`config.mk`:
```
export PLATFORM = sky130hd
export DESIGN_NAME = ind_reg_window
export DESIGN_NICKNAME = d
export VERILOG_FILES = /design/src/rtl/ibr_pkg.sv /design/src/rtl/ibr_addr_latch.sv /design/src/rtl/ibr_win_decode.sv /design/src/rtl/ind_reg_window.sv
export SDC_FILE = /design/constraint.sdc
export NUM_CORES = 1
export LEC_CHECK = 0
export BUFFER_PORTS_ARGS = -buffer_cell sky130_fd_sc_hd__buf_4
export CAP_MARGIN = 20
export CORE_ASPECT_RATIO = 0.8
export CORE_MARGIN = 2
export CORE_UTILIZATION = 48
export DETAILED_ROUTE_END_ITERATION = 10
export PLACE_DENSITY = 0.83
export SKIP_CTS_REPAIR_TIMING = 1
export SLEW_MARGIN = 25
export SYNTH_ARGS = -nofsm -noshare
export SYNTH_HDL_FRONTEND = slang
export SYNTH_SLANG_ARGS = --single-unit
```
`constraint.sdc`:
```
create_clock -name clk -period 2.5 [get_ports clk]
set_input_delay 0.375 -clock clk [delete_from_list [all_inputs] [get_ports clk]]
set_output_delay 0.375 -clock clk [all_outputs]
set_load 0.05 [all_outputs]
```
`src/rtl/ibr_pkg.sv`:
```
package ibr_pkg;
    typedef enum logic [1:0] {
        ST_IDLE = 2'd0,
        ST_BUS  = 2'd1,
        ST_RESP = 2'd2
    } ibr_state_t;

    typedef enum logic [1:0] {
        TGT_ADDRPORT = 2'd0,
        TGT_DATAPORT = 2'd1,
        TGT_DIRECT   = 2'd2
    } ibr_tgt_t;
endpackage

```
`src/rtl/ibr_addr_latch.sv`:
```
module ibr_addr_latch #(
    parameter int AW = 19,
    parameter int DW = 32
) (
    input  logic          clk,
    input  logic          rst_n,
    input  logic          wr_en,
    input  logic [DW-1:0] wr_data,
    output logic [AW-1:0] q
);
    logic unused_bits;
    assign unused_bits = ^{wr_data[DW-1:AW], wr_data[1:0]};

    always_ff @(posedge clk or negedge rst_n) begin
        if (!rst_n)
            q <= '0;
        else if (wr_en)
            q <= {wr_data[AW-1:2], 2'b00};
    end


    hold_when_idle_chk: assert property (@(posedge clk) disable iff (!rst_n)
        !wr_en |=> $stable(q));
endmodule

```
`src/rtl/ibr_win_decode.sv`:
```
module ibr_win_decode
    import ibr_pkg::*;
#(
    parameter int          HW       = 8,
    parameter int          AW       = 19,
    parameter int unsigned ADDR_OFS = 32'h68,
    parameter int unsigned DATA_OFS = 32'h6C,
    parameter int unsigned REG_BASE = 32'h50000
) (
    input  logic [HW-1:0] offset,
    input  logic [AW-1:0] stored,
    output ibr_tgt_t      kind,
    output logic [AW-1:0] target
);
    localparam logic [HW-3:0] ADDR_WORD = HW'(ADDR_OFS) >> 2;
    localparam logic [HW-3:0] DATA_WORD = HW'(DATA_OFS) >> 2;
    localparam logic [AW-1:0] BASE_W    = AW'(REG_BASE);

    logic unused_lo;
    assign unused_lo = ^offset[1:0];

    always_comb begin
        if (offset[HW-1:2] == ADDR_WORD) begin
            kind   = TGT_ADDRPORT;
            target = '0;
        end else if (offset[HW-1:2] == DATA_WORD) begin
            kind   = TGT_DATAPORT;
            target = stored + BASE_W;
        end else begin
            kind   = TGT_DIRECT;
            target = AW'({offset[HW-1:2], 2'b00});
        end
    end
endmodule

```
`src/rtl/ind_reg_window.sv`:
```
module ind_reg_window
    import ibr_pkg::*;
#(
    parameter int          HW       = 8,
    parameter int          AW       = 19,
    parameter int          DW       = 32,
    parameter int unsigned ADDR_OFS = 32'h68,
    parameter int unsigned DATA_OFS = 32'h6C,
    parameter int unsigned REG_BASE = 32'h50000
) (
    input  logic          clk,
    input  logic          rst_n,
    input  logic          h_req,
    input  logic          h_we,
    input  logic [HW-1:0] h_addr,
    input  logic [DW-1:0] h_wdata,
    output logic [DW-1:0] h_rdata,
    output logic          h_ack,
    output logic          ib_req,
    output logic          ib_we,
    output logic [AW-1:0] ib_addr,
    output logic [DW-1:0] ib_wdata,
    output logic [DW/8-1:0] ib_be,
    input  logic [DW-1:0] ib_rdata,
    input  logic          ib_ack
);
    ibr_state_t    state, state_nx;
    ibr_tgt_t      kind;
    logic [AW-1:0] stored, target;
    logic          addr_wr;

    ibr_win_decode #(
        .HW(HW), .AW(AW), .ADDR_OFS(ADDR_OFS),
        .DATA_OFS(DATA_OFS), .REG_BASE(REG_BASE)
    ) u_dec (
        .offset(h_addr), .stored(stored), .kind(kind), .target(target)
    );

    assign addr_wr = (state == ST_IDLE) && h_req && h_we && (kind == TGT_ADDRPORT);

    ibr_addr_latch #(.AW(AW), .DW(DW)) u_latch (
        .clk(clk), .rst_n(rst_n), .wr_en(addr_wr), .wr_data(h_wdata), .q(stored)
    );

    always_comb begin
        state_nx = state;
        unique case (state)
            ST_IDLE: if (h_req) state_nx = (kind == TGT_ADDRPORT) ? ST_RESP : ST_BUS;
            ST_BUS:  if (ib_ack) state_nx = ST_RESP;
            ST_RESP: state_nx = ST_IDLE;
            default: state_nx = ST_IDLE;
        endcase
    end

    always_ff @(posedge clk or negedge rst_n) begin
        if (!rst_n) state <= ST_IDLE;
        else        state <= state_nx;
    end

    always_ff @(posedge clk or negedge rst_n) begin
        if (!rst_n) begin
            h_rdata  <= '0;
            ib_we    <= 1'b0;
            ib_addr  <= '0;
            ib_wdata <= '0;
        end else begin
            unique case (state)
                ST_IDLE: if (h_req) begin
                    if (kind == TGT_ADDRPORT) begin
                        if (!h_we) h_rdata <= {{(DW-AW){1'b0}}, stored};
                    end else begin
                        ib_we    <= h_we;
                        ib_addr  <= target;
                        ib_wdata <= h_wdata;
                    end
                end
                ST_BUS:  if (ib_ack && !ib_we) h_rdata <= ib_rdata;
                ST_RESP: ;
                default: ;
            endcase
        end
    end

    always_comb begin
        h_ack  = (state == ST_RESP);
        ib_req = (state == ST_BUS);
        ib_be  = '1;
    end


    ack_one_cycle_chk: assert property (@(posedge clk) disable iff (!rst_n)
        h_ack |=> !h_ack);

    bus_hold_chk: assert property (@(posedge clk) disable iff (!rst_n)
        (ib_req && !ib_ack) |=> (ib_req && $stable(ib_addr) && $stable(ib_we)));

    ack_after_bus_chk: assert property (@(posedge clk) disable iff (!rst_n)
        (ib_req && ib_ack) |=> (h_ack && !ib_req));

    addr_port_local_chk: assert property (@(posedge clk) disable iff (!rst_n)
        (state == ST_IDLE && h_req && kind == TGT_ADDRPORT) |=> (h_ack && !ib_req));
endmodule

```
==> results.yml <==
worst_setup_path:
  r2r_cells: 4
  critical_path.slowest_cell: "dfrtp_1"
  cp-endpoint: "ib_req"
  cp-start-kind: "flop"
  critPathLaunch: "state[0]$_DFFE_PN0P_"
  critPathRequiredTime_ns: 2.12
  r2r_end: "h_rdata[1]$_DFFE_PN0P_"
  slowest_delay_ns: 0.51
  crit_chain: "nor2b_2 -> buf_4"
  crit_type: "reg -> out"
  cp_max_fo: 8
  cp-end-kind: "output pin"
  crit_arrival_ns: 1.66
  r2r_start: "state[0]$_DFFE_PN0P_"
  regToRegSetupSlack_ns: 0.48
timing:
  period_minus_slack_ns: 2.04
  timing.final.ws_setup_ns: 0.464
  finalSetupTns_ns: 0
  slew_headroom_pct: 61.5
  fin_crit_sh_pct: 81.4
  tightest_slew_ns: 0.577
  timing.hold.ws_ns: 0.221
  slew_violations: 0
  setup_viol: 0
  rsz0062_at_grt: "no"
  hold_viol_final: 0
  fin_skew_ns: 0.00969
  fmax_mhz: 491
die:
  core_um2: 8450
  die_y_um: 87.4
  floorplan.die_area_um2: 9450
  die_x_um: 108
  ios: 167
  start_util_pct: 49.4
  core.rowCount: 30
pwr:
  p_leak_nw: 2.81
  p_clk_share_pct: 14.2
  peakVddDrop_mv: 0.875
  p_seq_share_pct: 34.7
  p_per_area_nw_per_um2: 1220
  p_comb_share_pct: 51.2
  netSwitchingFraction_pct: 47.0
  p_int_w: 0.00369
  switchingPower_w: 0.00327
clocking:
  cts.sinks: 101
  cts_tree: "done"
  clock-root-buffer: "clkbuf_8"
  clkSlewWorstSetupHoldPaths_ns: 0.10
  clock_latency_ns: 0.36
  clock_path_buffers: 2
  numCtsBuffers: 9
  h-tree-depth: 3
yosys:
  synth_cell_type_count: 38
  async_flop_share_pct: 100
  yosysTopAreaCell: "dfrtp_1"
  yosys_warnings: 0
  yosysMostFrequentCell: "dfrtp_1"
  synth_edf_count: 0
  syn_area_per_cell_um2: 13.4
  syn_area_um2: 4170
  synth_top_area_share_pct: 60.6
  yosys-top-cells-area: "dfrtp_1, mux2_2, a22o_1"
  synthCells: 311
  synth_ff_type: "dfrtp_1"
  synth_seq_cells: 101
  yosys-top-cells-count: "dfrtp_1, mux2_2, o21ai_0"
  ys_seq_area_share_pct: 60.6
grt:
  grt_max_degree: 39
  grt_overflow: 0
  grt_pass1_vias: 3072
  grt_use_total_pct: 20.9
  grt_pass1_wl_mm: 15.2
  antenna_found_initial: 0
worst_hold_path:
  worstHoldStart: "ib_ack"
  hold_class: "in -> reg"
place:
  dp_slack_ns: 0.311
  place_hpwl_mm: 7.37
  io_buffer_count: 158
  place_congestion: 0.888
  place_area_um2: 5480
outcome:
  status: "finished clean"
final_layout:
  design_area_um2: 5680
  syn2layout_area_growth_pct: 36.2
  diodes: 0
  final_nets: 546
  nFillCells: 663
  utilization_pct: 67.2
  drive_above_1_share_pct: 51.2
routing:
  finalWirelength_mm: 9.91
  via_per_inst: 5.36
  drt_iter0_drc: 89
  firstDrtPassIters: 4
  post-route-drc-count: 0
  ant_nets: 0
  routedWlPerCell_um: 16.9
  num_vias: 3134
job:
  cap_violations: 0
stage by stage:
step	total power [W]	cells
finish	0.00696	585
global route	0.00727	585
floorplan	0.00485	315
global placement	0.00595	568
detailed placement	0.00602	568
CTS	0.00701	584
cell families after synthesis:
family	after synthesis	synth area share (%)
xor gates and xnor gates	1	0.210
DFF	101	60.6
buffers and inverters	32	4.29
adders and majority gates	1	0.300
and+or+nand+nor	30	4.29
other	2	0.180
AOI/OAI and AO/OA	81	12.6
muxes	63	17.5
cell type report:
class	instances	area (um^2)	share of cell area [%]
clock buffers	9	124	2.18
clock inverters	7	65.1	1.15
inverters	5	18.8	0.330
multi-input cells	182	1500	26.3
flip-flops and latches	101	2530	44.5
well taps	112	140	2.47
repair buffers	169	1310	23.0
worst min path at each step:
stage	end	depth (start not counted)	slack, ns
2_1_floorplan	h_rdata[0]$_DFFE_PN0P_	0	0.08
3_3_place_gp	ib_wdata[20]$_DFFE_PN0P_	1	0.35
3_5_place_dp	ib_wdata[20]$_DFFE_PN0P_	1	0.36
4_1_cts	ib_wdata[20]$_DFFE_PN0P_	1	-0.04
5_1_grt	state[0]$_DFFE_PN0P_	2	0.20
6_report	state[0]$_DFFE_PN0P_	2	0.22
placed cells by master, fill, tap and decap left out, types with 2 or more instances in the layout:
cell	n
a21oi_1	12
a22o_1	25
buf_12	3
buf_4	165
clkbuf_8	9
clkinv_4	2
conb_1	6
dfrtp_1	101
inv_1	5
inv_6	2
inv_8	2
mux2_2	40
mux2_4	10
mux2i_1	13
nand2_1	7
nand3_1	2
nor2_1	7
nor2b_1	2
o21ai_0	32
o21ai_1	5
o2bb2ai_1	2
o32a_1	2
routing by layer:
metal,share of wire (%),wire length [um],vias up,global-route usage (%)
met5,0,0,-,0
met3,7.3,719,17,5.61
li1,-,-,1421,-
met1,44,4340,1568,28.1
met2,47,4640,128,33.3
met4,2.1,212,0,6.64
power by group through the flow:
stage                     registers (W)  clock network, W  logic [W]
after global placement          0.00241                 0    0.00353
final                           0.00241          0.000985    0.00356
after floorplan                 0.00404                 0   0.000810
after global routing            0.00247           0.00108    0.00372
after detailed placement        0.00245                 0    0.00358
after CTS                       0.00241           0.00101    0.00358
critical path: cells and delay by family (launching register included):
kind                   cells  cell delay [ns]
buffers and inverters      1             0.29
DFF                        1             0.51
and+or+nand+nor            1             0.50
sequential cells by signal, summed over array words and instances, names as in the netlist:
name       count
ib_we          1
state          2
h_rdata       32
u_latch.q     17
ib_addr       17
ib_wdata      32
No activity file was read; power rests on OpenSTA's default activity.
